===== config.mk =====
export PLATFORM = sky130hd
export DESIGN_NAME = acc_seq_core
export DESIGN_NICKNAME = d
export VERILOG_FILES = /design/src/rtl/acc_seq_pkg.sv /design/src/rtl/acc_seq_decode.sv /design/src/rtl/acc_seq_alu.sv /design/src/rtl/acc_seq_dpath.sv /design/src/rtl/acc_seq_core.sv
export SDC_FILE = /design/constraint.sdc
export NUM_CORES = 1
export LEC_CHECK = 0
export ABC_AREA = 1
export BUFFER_PORTS_ARGS = -buffer_cell sky130_fd_sc_hd__buf_4
export CORE_AREA = 3 3 127 129
export DETAILED_ROUTE_END_ITERATION = 8
export DIE_AREA = 0 0 130 132
export PLACE_DENSITY = 0.69
export REMOVE_ABC_BUFFERS = 1
export SYNTH_ARGS = -nofsm -noshare
export SYNTH_HDL_FRONTEND = slang
export SYNTH_SLANG_ARGS = --single-unit

===== constraint.sdc =====
create_clock -name clk -period 3 [get_ports clk]
set_input_delay 0.6 -clock clk [delete_from_list [all_inputs] [get_ports clk]]
set_output_delay 0.6 -clock clk [all_outputs]
set_load 0.02 [all_outputs]

===== src/rtl/acc_seq_pkg.sv =====
package acc_seq_pkg;

  typedef enum logic [3:0] {
    S_FH_MAR,
    S_FH_RD,
    S_FH_IR,
    S_FL_RD,
    S_FL_IR,
    S_DEC,
    S_OP_RD,
    S_OP_DR,
    S_EXE
  } seq_state_e;

  typedef enum logic [2:0] {
    ALU_ADD  = 3'd0,
    ALU_SUB  = 3'd1,
    ALU_AND  = 3'd2,
    ALU_OR   = 3'd3,
    ALU_XOR  = 3'd4,
    ALU_PASS = 3'd5
  } alu_op_e;

  localparam int NUM_LEGAL_OPS = 6;
  localparam int MODE_DIRECT   = 0;

endpackage


===== src/rtl/acc_seq_decode.sv =====
module acc_seq_decode
  import acc_seq_pkg::*;
#(
  parameter int DATA_W = 16,
  parameter int ADDR_W = 20,
  parameter int RIDX_W = 4,
  parameter int OPC_W  = 5,
  parameter int MODE_W = 3
) (
  input  logic [DATA_W-1:0] ir_hi,
  input  logic [DATA_W-1:0] ir_lo,
  output alu_op_e           op,
  output logic [RIDX_W-1:0] ridx,
  output logic [ADDR_W-1:0] maddr,
  output logic              legal
);
  localparam int IW      = 2 * DATA_W;
  localparam int OPC_LSB = IW - OPC_W;
  localparam int MOD_LSB = OPC_LSB - MODE_W;
  localparam int REG_LSB = MOD_LSB - RIDX_W;

  logic [IW-1:0]     word;
  logic [OPC_W-1:0]  opc;
  logic [MODE_W-1:0] mode;

  assign word  = {ir_hi, ir_lo};
  assign opc   = word[IW-1:OPC_LSB];
  assign mode  = word[OPC_LSB-1:MOD_LSB];
  assign ridx  = word[MOD_LSB-1:REG_LSB];
  assign maddr = word[ADDR_W-1:0];
  assign op    = alu_op_e'(opc[2:0]);
  assign legal = (opc < OPC_W'(NUM_LEGAL_OPS)) && (mode == MODE_W'(MODE_DIRECT));

endmodule


===== src/rtl/acc_seq_alu.sv =====
module acc_seq_alu
  import acc_seq_pkg::*;
#(
  parameter int W = 16
) (
  input  alu_op_e      op,
  input  logic [W-1:0] a,
  input  logic [W-1:0] b,
  output logic [W-1:0] res,
  output logic         carry
);
  logic [W:0] wide;

  always_comb begin
    wide  = '0;
    res   = '0;
    carry = 1'b0;
    case (op)
      ALU_ADD: begin
        wide  = {1'b0, a} + {1'b0, b};
        res   = wide[W-1:0];
        carry = wide[W];
      end
      ALU_SUB: begin
        wide  = {1'b0, a} - {1'b0, b};
        res   = wide[W-1:0];
        carry = wide[W];
      end
      ALU_AND:  res = a & b;
      ALU_OR:   res = a | b;
      ALU_XOR:  res = a ^ b;
      ALU_PASS: res = b;
      default:  res = '0;
    endcase
  end

endmodule


===== src/rtl/acc_seq_dpath.sv =====
module acc_seq_dpath #(
  parameter int W = 16
) (
  input  logic         clk,
  input  logic         rst,
  input  logic         ld_acc_rf,
  input  logic [W-1:0] rf_data,
  input  logic         ld_dr,
  input  logic [W-1:0] mem_data,
  input  logic         ld_res,
  input  logic [W-1:0] res,
  input  logic         carry,
  output logic [W-1:0] acc_q,
  output logic [W-1:0] dr_q,
  output logic [2:0]   flags_q
);
  always_ff @(posedge clk) begin
    if (rst) begin
      acc_q   <= '0;
      dr_q    <= '0;
      flags_q <= '0;
    end else begin
      if (ld_dr) dr_q <= mem_data;
      if (ld_acc_rf) begin
        acc_q <= rf_data;
      end else if (ld_res) begin
        acc_q   <= res;
        flags_q <= {carry, res[W-1], (res == '0)};
      end
    end
  end

endmodule


===== src/rtl/acc_seq_core.sv =====
module acc_seq_core
  import acc_seq_pkg::*;
#(
  parameter int DATA_W   = 16,
  parameter int ADDR_W   = 20,
  parameter int RIDX_W   = 4,
  parameter int OPC_W    = 5,
  parameter int MODE_W   = 3,
  parameter int RESET_PC = 0
) (
  input  logic              clk,
  input  logic              rst,
  output logic [ADDR_W-1:0] mem_addr,
  output logic              mem_rd,
  input  logic [DATA_W-1:0] mem_rdata,
  output logic [RIDX_W-1:0] rf_idx,
  input  logic [DATA_W-1:0] rf_rdata,
  output logic [2:0]        alu_op,
  output logic [DATA_W-1:0] acc,
  output logic [2:0]        flags,
  output logic              instr_done,
  output logic              instr_illegal
);
  seq_state_e        state;
  logic [ADDR_W-1:0] pc;
  logic [ADDR_W-1:0] mar;
  logic              rd_q;
  logic [DATA_W-1:0] ir_hi;
  logic [DATA_W-1:0] ir_lo;
  alu_op_e           op_q;
  logic              done_q;
  logic              ill_q;

  alu_op_e           dec_op;
  logic [RIDX_W-1:0] dec_ridx;
  logic [ADDR_W-1:0] dec_addr;
  logic              dec_legal;

  logic [DATA_W-1:0] acc_q;
  logic [DATA_W-1:0] dr_q;
  logic [2:0]        flags_q;
  logic [DATA_W-1:0] alu_res;
  logic              alu_carry;

  acc_seq_decode #(
    .DATA_W(DATA_W), .ADDR_W(ADDR_W), .RIDX_W(RIDX_W),
    .OPC_W(OPC_W), .MODE_W(MODE_W)
  ) u_dec (
    .ir_hi (ir_hi),
    .ir_lo (ir_lo),
    .op    (dec_op),
    .ridx  (dec_ridx),
    .maddr (dec_addr),
    .legal (dec_legal)
  );

  acc_seq_alu #(.W(DATA_W)) u_alu (
    .op    (op_q),
    .a     (acc_q),
    .b     (dr_q),
    .res   (alu_res),
    .carry (alu_carry)
  );

  acc_seq_dpath #(.W(DATA_W)) u_dp (
    .clk       (clk),
    .rst       (rst),
    .ld_acc_rf (state == S_OP_RD),
    .rf_data   (rf_rdata),
    .ld_dr     (state == S_OP_DR),
    .mem_data  (mem_rdata),
    .ld_res    (state == S_EXE),
    .res       (alu_res),
    .carry     (alu_carry),
    .acc_q     (acc_q),
    .dr_q      (dr_q),
    .flags_q   (flags_q)
  );

  always_ff @(posedge clk) begin
    if (rst) begin
      state  <= S_FH_MAR;
      pc     <= ADDR_W'(RESET_PC);
      mar    <= '0;
      rd_q   <= 1'b0;
      ir_hi  <= '0;
      ir_lo  <= '0;
      op_q   <= ALU_ADD;
      done_q <= 1'b0;
      ill_q  <= 1'b0;
    end else begin
      done_q <= 1'b0;
      ill_q  <= 1'b0;
      case (state)
        S_FH_MAR: begin
          mar   <= pc;
          rd_q  <= 1'b1;
          state <= S_FH_RD;
        end
        S_FH_RD: begin
          rd_q  <= 1'b0;
          pc    <= pc + ADDR_W'(1);
          state <= S_FH_IR;
        end
        S_FH_IR: begin
          ir_hi <= mem_rdata;
          mar   <= pc;
          rd_q  <= 1'b1;
          state <= S_FL_RD;
        end
        S_FL_RD: begin
          rd_q  <= 1'b0;
          pc    <= pc + ADDR_W'(1);
          state <= S_FL_IR;
        end
        S_FL_IR: begin
          ir_lo <= mem_rdata;
          state <= S_DEC;
        end
        S_DEC: begin
          if (dec_legal) begin
            mar   <= dec_addr;
            rd_q  <= 1'b1;
            op_q  <= dec_op;
            state <= S_OP_RD;
          end else begin
            ill_q <= 1'b1;
            state <= S_FH_MAR;
          end
        end
        S_OP_RD: begin
          rd_q  <= 1'b0;
          state <= S_OP_DR;
        end
        S_OP_DR: state <= S_EXE;
        S_EXE: begin
          done_q <= 1'b1;
          state  <= S_FH_MAR;
        end
        default: state <= S_FH_MAR;
      endcase
    end
  end

  assign mem_addr      = mar;
  assign mem_rd        = rd_q;
  assign rf_idx        = dec_ridx;
  assign alu_op        = op_q;
  assign acc           = acc_q;
  assign flags         = flags_q;
  assign instr_done    = done_q;
  assign instr_illegal = ill_q;

endmodule


# Word level (Yosys, flattened, before mapping)
# Index checks and enable logic that the tools add are counted.
[word_totals]
regBits = 117
[op_classes]
eq_ne = 14
bitwise = 5
n_reduce_logical = 16
mux = 12
n_addsub = 3
n_lt_le_gt_ge = 1
[op_table]
columns = ["cell", "n"]
rows = [
  ["16-bit case mux with 6 select lines", 1],
  ["20-bit case mux with 2 select lines", 1],
  ["16-bit two-way mux", 2],
  ["4-bit case mux with 8 select lines", 1],
  ["20-bit by 1-bit adder with 20-bit output (second input constant)", 1],
  ["20-bit two-way mux", 1],
  ["16-bit by 16-bit adder with 17-bit output", 1],
  ["16-bit by 16-bit subtractor with 17-bit output", 1],
  ["16-bit AND", 1],
  ["4-bit by 3-bit equality test with 1-bit output (second input constant)", 4],
  ["16-bit logical NOT", 1],
  ["16-bit OR", 1],
  ["16-bit XOR", 1],
  ["4-bit by 2-bit equality test with 1-bit output (second input constant)", 2],
  ["2-bit AND reduction", 4],
  ["3-bit by 2-bit equality test with 1-bit output (second input constant)", 2],
  ["3-bit equality test (second input constant)", 2],
  ["3-bit logical NOT", 2],
  ["2-bit OR reduction", 3],
  ["5-bit by 3-bit < comparator with 1-bit output (second input constant)", 1],
  ["4-bit by 1-bit equality test with 1-bit output (second input constant)", 1],
  ["4-bit equality test (second input constant)", 1],
  ["4-bit logical NOT", 1],
  ["2-bit nonzero test", 2],
  ["other kinds (10)", 13],
]

# Depth between registers and ports, before layout
# Gate-level depths: netlist of run 1.
[logic_depth]
ltp_word = 4
depth_mapped = 18
depth_no_buf = 17

# Hierarchy
# Synthesis of run 1 repeated with hierarchy kept, for this count alone.
[hier_totals]
hier_cells = 1237
area_unflattened_um2 = 7960.1
[modules_own_cells]
columns = ["module", "area_per_inst_um2", "n_inst", "cells_each"]
rows = [
  ["acc_seq_core", 3400.8, 1, 458],
  ["acc_seq_alu", 2781.4, 1, 528],
  ["acc_seq_dpath", 1549.0, 1, 217],
  ["acc_seq_decode", 229.0, 1, 34],
]

# Least setup slack after synthesis of run 1
# OpenSTA, ideal clock, no wires.
[synth_path]
path_type = "reg-to-reg"
from = "register u_dp.acc_q[13]"
to = "register u_dp.flags_q[0]"
path_buffers = 1
setup_ns = 0.071
period_less_slack_ns = 2.148
slack_ns = 0.852
required_ns = 2.929
stages_incl_launch_ff = 15
arrival_time_ns = 2.077
cell_sequence = "dfxtp_1 -> inv_1 -> ha_1 -> buf_2 -> nor2_1 -> inv_1 -> nor3_2 -> nand2_1 -> a21oi_1 -> nor2_1 -> nor2_1 -> nand2_1 -> nor2_1 -> nand3_1 -> a21oi_1"
[synth_via]
elab_chain_len = 3
word_cells_on_any_way = 7
cone_classes = "2 x add/sub; 1 x mux; 3 x bitwise; 1 x reduce/logical"
[synth_rtl]
columns = ["item", "line", "source"]
rows = [
  ["from (decl)", "acc_seq_dpath.sv:13", "output logic [W-1:0] acc_q,"],
  ["from (signal assigned)", "acc_seq_dpath.sv:25", "acc_q <= rf_data;"],
  ["from (signal assigned)", "acc_seq_dpath.sv:27", "acc_q <= res;"],
  ["16-bit by 16-bit subtractor with 17-bit output (tied with other cells)", "acc_seq_alu.sv:25", "wide = {1'b0, a} - {1'b0, b};"],
  ["16-bit case mux with 6 select lines (*)", "acc_seq_alu.sv:18", "case (op)"],
  ["16-bit logical NOT (*)", "acc_seq_dpath.sv:28", "flags_q <= {carry, res[W-1], (res == '0)};"],
  ["to (signal assigned)", "acc_seq_dpath.sv:28", ""],
  ["to (decl)", "acc_seq_dpath.sv:15", "output logic [2:0] flags_q"],
]
# Every way passes the cells marked *; elsewhere a longest branch is shown, timed or not.
# A chain may end at the register's enable or synchronous reset.

# Worst setup path after layout of run 1
[layout_path]
from = "register u_dp.acc_q[7]"
to = "register u_dp.flags_q[0]"
# The elaborated chain is that of the path after synthesis.

==> results of run 1 <==
per-stage QoR:
stage | cell area [sq um] | total power, uW | setup WS (ns)
6_report | 8770 | 4040 | 0.279
5_1_grt | 8770 | 4190 | 0.0541
4_1_cts | 8770 | 4070 | 0.378
3_5_place_dp | 8220 | 2170 | 0.403
3_3_place_gp | 8220 | 2160 | 0.340
2_1_floorplan | 7240 | 1960 | 0.486
cells in the final DEF (no fill, tap or decap), types with 5 or more instances in the layout:
cell / instances
nand3_1: 107
a221oi_1: 7
ha_1: 54
buf_4: 96
nor2_2: 8
a31oi_1: 23
dfxtp_1: 117
nand4_1: 11
o22ai_1: 20
clkbuf_16: 17
inv_1: 138
inv_2: 5
nor3_1: 13
nand2_1: 219
nor2_1: 157
a21oi_1: 65
o21ai_0: 101
report_power, final:
group	internal [uW]	switching, uW
logic	168	302
clock network	1170	731
registers	1620	47.6
sequential cells by signal (all words and copies together) (netlist names):
name and flops:
alu_op 3, instr_done 1, instr_illegal 1, ir_hi 16
ir_lo 16, mem_addr 20, mem_rd 1, pc 20
state 4, u_dp.acc_q 16, u_dp.dr_q 16, u_dp.flags_q 3
synth_stat cells (7+ instances only):
| library cell | n |
|---|---|
| nor2_2 | 8 |
| o22ai_1 | 20 |
| nand3_1 | 107 |
| buf_2 | 16 |
| ha_1 | 54 |
| dfxtp_1 | 117 |
| buf_4 | 10 |
| nand2_1 | 219 |
| nor2_1 | 157 |
| clkbuf_1 | 25 |
| nor3_1 | 13 |
| a221oi_1 | 7 |
| inv_1 | 139 |
| a21oi_1 | 65 |
| o21ai_0 | 101 |
| a31oi_1 | 23 |
| nand4_1 | 11 |
final cells by class:
| type | count | area [sq um] |
|---|---|---|
| Fill cell | 1494 | 6380 |
| Multi-Input combinational cell | 823 | 4360 |
| Sequential cell | 117 | 2340 |
| Timing Repair Buffer | 97 | 741 |
| Inverter | 145 | 544 |
| Clock buffer | 23 | 468 |
| Tap cell | 188 | 235 |
| Clock inverter | 8 | 77.6 |
cell families after synthesis:
group,count (synthesis),synth area share [%]
AO/OA/AOI/OAI,230,16.9
XOR/XNOR,1,0.116
adder cells (fa/ha/maj),56,9.50
buffers and inverters,200,11.0
flip-flops,117,31.1
AND/OR/NAND/NOR,536,31.3
worst paths after layout:
kind                               startpoint  slack, ns               to  cells after the start
worst max-delay path            u_dp.acc_q[7]       0.28  u_dp.flags_q[0]                     16
worst min-delay path             rf_rdata[14]       0.41   u_dp.acc_q[14]                      3
worst max register to register  u_dp.acc_q[7]       0.28  u_dp.flags_q[0]                     16
worst min register to register         pc[19]       0.46           pc[19]                      2
worst max-delay path, stage by stage (launching register included):
cell	delay, ns
dfxtp_1	0.44
inv_1	0.09
ha_1	0.48
inv_1	0.17
nand2_1	0.09
nand2_1	0.08
nand2_1	0.08
nand2_1	0.09
a21oi_1	0.25
nand3_1	0.10
nand2_1	0.07
nor2_1	0.05
nor2_1	0.21
nand2_1	0.08
nor2_1	0.12
nand3_1	0.08
a21oi_1	0.14
routing by layer:
| metal | routed length (microns) | GRT usage [%] | part of all wire [%] |
|---|---|---|---|
| met5 | 0 | 0 | 0 |
| met4 | 741 | 10.6 | 3.1 |
| met3 | 1700 | 4.90 | 7.0 |
| met2 | 11300 | 45.8 | 47 |
| met1 | 10500 | 37.3 | 43 |
==> reports/qor.yml, run 1 <==
pwr:
  p_leak_uw: 0.00401
  ir_drop_uv: 392
  p_per_area_nw_per_um2: 461
floorplanning:
  dieArea_sq_um: 17200
  die_y_microns: 132
  io_pins: 83
  start_util_pct: 49.7
  die_w_microns: 130
  core_area_sq_um: 15100
  row_count: 45
worst_setup_path:
  cp-end-kind: "flop"
  cp.arrival_ns: 3.07
  cp_max_fo: 8
  worst-setup-path-type: "flop to flop"
  worst_setup_path_start_kind: "flop"
  cp.required_ns: 3.35
placed_design:
  port_buffers: 82
  dp_cells: 1370
  place_hpwl_microns: 18100
  globalplace.congestion: 1.03
synthesis:
  yosysSeqAreaShare_pct: 31.1
  ys_ff_latch: 117
  yosys_warnings: 0
  syn_area_sq_um: 7530
  synth.largest_area_cell: "dfxtp_1"
  syn_inst: 1140
  synthArstFlopShare_pct: 0
  ys.flop_type: "dfxtp_1"
  synth_edf_count: 0
  yosys-top-cells-area: "dfxtp_1 (31%), nand2_1 (11%), ha_1 (9.0%)"
  ys_types: 45
  synth_top_area_share_pct: 31.1
  avgSynthCellArea_sq_um: 6.61
detailed_routing:
  remaining_drc_errors: 0
  wl_per_cell_microns: 17.3
  ant_nets: 0
  drt_iter0_drc: 664
  post_drt_via_cell_ratio: 5.59
  vias: 7831
  first_pass_iters: 7
  wl_microns: 24300
clock_network:
  clk-insertion-delay-late_ns: 0.42
  tritoncts: "yes"
  clockRootBuffer: "clkbuf_16"
  cts_buffers: 17
  ctsResizeCount: 0
  cts_hold_buffers: 0
  clk_pin_slew_ns: 0.06
  post_cts_buffers: 0
  cts_sinks: 117
  htree_num_levels: 4
  clk_path_buf_depth: 2
layout:
  layoutNonFillerInstCount: 1401
  syn_to_final_growth_pct: 16.4
  fin_util_pct: 57.9
  drive_gt1_share_pct: 12.9
  nNetsFinal: 1291
  antennaDiodeCount: 0
grt:
  antenna_found_initial: 0
  grt_pass1_wl_microns: 37800
  grt_pass1_vias: 7195
  grt_max_degree: 43
  grt_usage_pct: 28.2
  gr-total-overflow: 0
sta:
  fin_crit_ns: 2.72
  relSlewSlack_pct: 47.3
  hold_violations: 0
  hold_ws_ns: 0.409
  rsz0062_at_grt: "no"
  finClkSkew_ns: 0.00537
  fin_tns_setup_ns: 0
  timing.final.crit_share_pct: 90.7
  clock.fmax_ghz: 0.367
  tightest_slew_ns: 0.789
  setup_viol: 0
  finalMaxSlewViolations: 0
job:
  drv_cap: 0
outcome:
  status: "finished, final reports clean"
min_path:
  min-delay-path-class: "primary input to flop"
Power figures use the tool's default switching activity.
==> run 2: changes to the inputs <==
--- a/config.mk
+++ b/config.mk
@@ -10,6 +10,8 @@
 export CORE_AREA = 3 3 127 129
 export DETAILED_ROUTE_END_ITERATION = 8
 export DIE_AREA = 0 0 130 132
+export GPL_TIMING_DRIVEN = 0
+export MAX_ROUTING_LAYER = met4
 export PLACE_DENSITY = 0.69
 export REMOVE_ABC_BUFFERS = 1
 export SYNTH_ARGS = -nofsm -noshare
==> run 2 against run 1 <==
Compared with the run above:
- clock skew is 0.0031 ns higher
- via count is 1.3% lower
- core utilization hardly changed
- first-iteration DRC count is 9.0% higher
- hold slack better by 0.020 ns
- global-route usage is 0.53 points lower
- routed wire length is 5.0% lower
- clock-buffer cell count is 3 lower
- final cell count is 0.93% lower
- critical path type unchanged
- largest cell class unchanged
- highest routed layer unchanged
==> reports/qor.yml, run 2 (synthesized netlist as in run 1, its figures left out) <==
sta:
  hold_ws_ns: 0.429
  relSlewSlack_pct: 8.26
  timing.final.crit_share_pct: 96.9
  finClkSkew_ns: 0.00842
  hold_violations: 0
  fin_crit_ns: 2.91
  rsz0062_at_grt: "no"
  clock.fmax_ghz: 0.344
  tightest_slew_ns: 1.37
  setup_viol: 0
  fin_ws_ns: 0.0918
  fin_tns_setup_ns: 0
  finalMaxSlewViolations: 0
placed_design:
  globalplace.congestion: 0.956
  pre_cts_ws_ns: -0.368
  place_hpwl_microns: 16800
  placed_area_sq_um: 8120
  port_buffers: 82
layout:
  final_cell_mix: "nand2_1 (218), nor2_1 (156), inv_1 (138)"
  drive_gt1_share_pct: 12.4
  nNetsFinal: 1277
  syn_to_final_growth_pct: 16.3
  layout_commonest_cell: "nand2_1"
  finalInstanceArea_sq_um: 8760
  fill_cells: 1494
  antennaDiodeCount: 0
worst_setup_path:
  worst_setup_path_start_kind: "flop"
  cp_top_family: "simple AND/OR/NAND/NOR gates"
  path_cells: "inv_1 > nor3_2 > nor2_2 > inv_2 > nor2_1 > a221oi_1 > nor2_1"
  crit_top_cell: "nor2_1"
  cp_slowest_cell: "nor3_2"
  cp.arrival_ns: 3.20
  critPathBufInv: 2
  cp_max_fo: 14
  cp-end-kind: "flop"
  worst-setup-path-type: "flop to flop"
  cp.required_ns: 3.29
  slowest_delay_ns: 1.09
clock_network:
  cts_sinks: 117
  clk_pin_slew_ns: 0.06
  cts_buffers: 17
  tritoncts: "yes"
  clockRootBuffer: "clkbuf_16"
  htree_num_levels: 4
  post_cts_buffers: 0
  clk_path_buf_depth: 2
  clk-insertion-delay-late_ns: 0.42
detailed_routing:
  wl_per_cell_microns: 16.6
  remaining_drc_errors: 0
  first_pass_iters: 7
  ant_nets: 0
  wl_microns: 23100
  drt_iter0_drc: 724
  vias: 7727
  post_drt_via_cell_ratio: 5.57
floorplanning:
  die_w_microns: 130
  core_area_sq_um: 15100
  start_util_pct: 49.7
  row_count: 45
  dieArea_sq_um: 17200
  io_pins: 83
  die_y_microns: 132
grt:
  use_met1_pct: 37.0
  grt_use_met2_pct: 42.5
  grt_pass1_vias: 7023
  grt_max_degree: 73
  gr-total-overflow: 0
  top_usage_layer: "met2"
  use_met3_pct: 4.29
  grt_pass1_wl_microns: 36700
  grt_usage_pct: 27.7
  antenna_found_initial: 0
pwr:
  p_leak_uw: 0.00399
  ir_drop_uv: 398
  p_per_area_nw_per_um2: 496
job:
  drv_cap: 0
outcome:
  status: "finished, final reports clean"
min_path:
  min-delay-path-class: "primary input to flop"
-- run 2: cell count changes in the layout (fill, tap and decap cells not counted) --
cell,before,now
buf_4,96,82
bufinv_16,1,4
clkbuf_1,4,1
inv_6,0,1
nand2_1,219,218
nand2_2,3,4
nor2_1,157,156
nor2_4,3,4
-- run 2: through the flow --
stage,utilization (%),total power (uW),cells
after floorplan,-,1960,1085
after global placement,53.4,2140,1355
after detailed placement,53.6,2150,1356
after CTS,57.8,4350,1388
after global routing,57.8,4470,1388
final,57.8,4340,1388
-- run 2: final timing paths --
check / from / endpoint / slack, ns / cells past startpoint
max: state[3] / u_dp.acc_q[5] / 0.09 / 7
min: rf_rdata[14] / u_dp.acc_q[14] / 0.43 / 3
max reg2reg: state[3] / u_dp.acc_q[5] / 0.09 / 7
min reg2reg: pc[19] / pc[19] / 0.46 / 2
-- run 2: repair_timing --
action                                  CTS  global route
endpoints found under the setup margin   21            40
hold buffers                              0             0
resized for setup                         1             2
gates cloned                              0             0
-- run 2: power by group --
group	switching [uW]	total, uW	leakage (uW)	internal, uW
clock	779	2210	0.000306	1430
combinational	300	462	0.00273	162
sequential	46.3	1670	0.000950	1620
-- run 2: cell type report --
class                           instances  area [sq um]  share of cell area, %
Multi-Input combinational cell        823          4370                   49.9
Sequential cell                       117          2340                   26.7
Timing Repair Buffer                   83           636                   7.26
Inverter                              145           544                   6.21
Clock buffer                           20           457                   5.21
Tap cell                              188           235                   2.69
Clock inverter                         12           176                   2.01
-- run 2: metal layers --
metal | part of all wire [%] | vias up
met4 | 2.7 | 0
met1 | 44 | 3542
met3 | 6.8 | 47
met5 | 0 | -
met2 | 47 | 302
li1 | - | 3836
-- run 2: worst register-to-register path, delay by kind of cell, from the launching register on --
kind | cells | cell delay, ns
buffers and inverters | 2 | 0.46
DFF | 1 | 0.49
and+or+nand+nor | 4 | 1.57
AOI/OAI and AO/OA | 1 | 0.28
==> run 3: changes to the inputs <==
--- a/config.mk
+++ b/config.mk
@@ -5,11 +5,10 @@
 export SDC_FILE = /design/constraint.sdc
 export NUM_CORES = 1
 export LEC_CHECK = 0
-export ABC_AREA = 1
 export BUFFER_PORTS_ARGS = -buffer_cell sky130_fd_sc_hd__buf_4
-export CORE_AREA = 3 3 127 129
+export CORE_AREA = 3 3 125 127
 export DETAILED_ROUTE_END_ITERATION = 8
-export DIE_AREA = 0 0 130 132
+export DIE_AREA = 0 0 128 130
 export GPL_TIMING_DRIVEN = 0
 export MAX_ROUTING_LAYER = met4
 export PLACE_DENSITY = 0.69
==> run 3 against run 2 <==
Compared with the run above:
- the run now ends with setup timing left
- design area grew 2.7%
- global-route usage shrank 2.3 points
- non-clock buffer count grew 15
- register-to-register slack lost 0.096 ns
- synthesized cell count shrank 18%
- sequential power shrank 2%
- sequential cell count is the same
- first-iteration DRC count grew 1.7%
- die area shrank 3.0%
- critical path depth grew 6
- routed wire length shrank 11%
- critical path type unchanged
==> reports/qor.yml, run 3 <==
synthesis:
  synthArstFlopShare_pct: 0
  ys.flop_type: "dfxtp_1"
  synth.most_common_cell: "nand2_1"
  yosysSeqAreaShare_pct: 32.0
  syn_area_sq_um: 7310
  yosys-top-cells-area: "dfxtp_1 (32%), ha_1 (9.2%), a21oi_1 (7.3%)"
  synth_common_cells: "nand2_1 (131), dfxtp_1 (117), a21oi_1 (107), nor2_1 (95), inv_1 (56)"
  synth_edf_count: 0
  syn_inst: 935
  synth_top_area_share_pct: 32.0
  ys_ff_latch: 117
  ys_types: 77
  synth.largest_area_cell: "dfxtp_1"
  avgSynthCellArea_sq_um: 7.82
  yosys_warnings: 0
layout:
  antennaDiodeCount: 0
  layoutNonFillerInstCount: 1186
  nNetsFinal: 1079
  fill_cells: 1353
  syn_to_final_growth_pct: 23.0
  layout_commonest_cell: "nand2_1"
  finalInstanceArea_sq_um: 9000
  fin_util_pct: 61.9
  final_cell_mix: "nand2_1 (131), a21oi_1 (102), dfxtp_1 (101)"
  drive_gt1_share_pct: 20.7
clock_network:
  clk_path_buf_depth: 2
  htree_num_levels: 4
  clk_pin_slew_ns: 0.06
  cts_buffers: 17
  cts_hold_buffers: 0
  cts_sinks: 117
  clockRootBuffer: "clkbuf_16"
  clk-insertion-delay-late_ns: 0.42
  tritoncts: "yes"
placed_design:
  globalplace.congestion: 0.936
  place_hpwl_microns: 14000
  placed_area_sq_um: 8020
  port_buffers: 82
  dp_cells: 1146
floorplanning:
  die_y_microns: 130
  core_area_sq_um: 14500
  io_pins: 83
  row_count: 44
  die_w_microns: 128
  dieArea_sq_um: 16600
  start_util_pct: 50.3
grt:
  gr-total-overflow: 0
  grt_max_degree: 119
  antenna_found_initial: 0
  grt_usage_pct: 25.3
  grt_pass1_vias: 6507
  grt_pass1_wl_microns: 32900
worst_setup_path:
  worstRegToRegCells: 13
  r2r-start: "u_dp.acc_q[0]"
  cp_max_fo: 4
  worst_setup_path_start_kind: "flop"
  r2r_slack_ns: -0.004
  cp-end-kind: "flop"
  cp.arrival_ns: 3.37
  cp-endpoint: "u_dp.flags_q[0]"
  startpoint: "u_dp.acc_q[0]"
  cp.required_ns: 3.36
  reg2reg_to: "u_dp.flags_q[0]"
  worst-setup-path-type: "flop to flop"
detailed_routing:
  remaining_drc_errors: 0
  drt_iter0_drc: 736
  first_pass_iters: 6
  vias: 6954
  wl_per_cell_microns: 17.4
  ant_nets: 0
  wl_microns: 20600
  post_drt_via_cell_ratio: 5.86
sta:
  setup_viol: 1
  tightest_slew_ns: 1.32
  relSlewSlack_pct: 11.4
  fin_tns_setup_ns: -0.00450
  clock.fmax_ghz: 0.333
  hold_ws_ns: 0.428
  finalMaxSlewViolations: 0
  hold_violations: 0
  timing.final.crit_share_pct: 100
  fin_ws_ns: -0.00450
  finClkSkew_ns: 0.00736
  rsz0062_at_grt: "yes"
  fin_crit_ns: 3.00
outcome:
  status: "finished with violations"
  violations: "setup timing"
job:
  drv_cap: 0
pwr:
  p_per_area_nw_per_um2: 464
  ir_drop_uv: 448
  p_leak_uw: 0.00335
min_path:
  min-delay-path-class: "primary input to flop"
[run 3: cell count changes after synthesis, moves of 14 or more]
| cell | previous run | this run |
|---|---|---|
| o22ai_1 | 20 | 6 |
| o21ai_0 | 101 | 26 |
| nand3_1 | 107 | 12 |
| clkbuf_1 | 25 | 45 |
| nor2_1 | 157 | 95 |
| nand2b_1 | 0 | 14 |
| inv_1 | 139 | 56 |
| a211oi_1 | 1 | 33 |
| nand2_1 | 219 | 131 |
| a21oi_1 | 65 | 107 |
| mux2i_1 | 0 | 29 |
| xor2_1 | 1 | 17 |
| a31oi_1 | 23 | 5 |
[run 3: metrics by stage]
step | power, uW | setup WS, ns
after floorplan | 1830 | -1.90
final | 4170 | -0.00450
after global placement | 1980 | -4.01
after CTS | 4200 | 0.00739
after detailed placement | 1990 | -0.688
after global routing | 4310 | -0.0462
[run 3: layout make-up]
type                            count  area [sq um]  share of cell area [%]
Clock buffer                       21           470                    5.23
Clock inverter                     11           171                    1.91
Inverter                           56           218                    2.42
Multi-Input combinational cell    699          4770                    53.0
Sequential cell                   117          2370                    26.4
Tap cell                          184           230                    2.56
Timing Repair Buffer               98           766                    8.51
[run 3: how the worst min path moves through the flow]
stage | start | end | slack [ns] | depth (start not counted)
finish | rf_rdata[3] | u_dp.acc_q[3] | 0.43 | 3
global route | mem_rdata[13] | u_dp.dr_q[13] | 0.45 | 3
CTS | rf_rdata[3] | u_dp.acc_q[3] | 0.42 | 3
detailed placement | ir_lo[8] | ir_lo[8] | 0.45 | 2
global placement | ir_lo[15] | ir_lo[15] | 0.44 | 2
floorplan | ir_hi[11] | ir_hi[11] | 0.43 | 2
[run 3: where the power goes]
part           internal [uW]  switching, uW  total [uW]
combinational            139            192         331
sequential              1600           36.5        1630
clock                   1460            751        2210
total                   3190            980        4170
[run 3: layer usage]
metal,vias up,routed length [microns],GRT usage (%)
met5,-,0,-
met4,0,360,7.68
met3,33,1370,4.26
met2,248,9720,40.8
met1,3269,9150,32.8
li1,3404,-,-
[run 3: what timing repair did]
item                                    in CTS  in global routing
pin swaps                                    9                 15
buffers inserted                             2                  6
resized for setup                           34                 41
endpoints found under the setup margin       3                 21
[run 3: cell families (layout without fill, tap and decap cells)]
logic type | after synthesis | after routing | share of synthesized area (%)
buf+inv | 119 | 186 | 6.60
xor+xnor | 23 | 23 | 2.75
mux | 31 | 31 | 4.43
compound gates | 267 | 267 | 24.4
fa+ha+maj | 56 | 56 | 9.79
simple gates | 322 | 322 | 20.0
flops | 117 | 117 | 32.0
[run 3: critical path, stage by stage (launching register included)]
cell       delay (ns)
dfxtp_4          0.37
inv_4            0.04
ha_4             0.15
inv_2            0.05
fa_2             0.24
nand2b_4         0.07
a2111o_1         0.39
o211ai_2         0.10
xor2_1           0.21
o21ai_2          0.12
a2111oi_4        0.45
nand4b_1         0.24
nor4_4           0.33
a31o_1           0.19
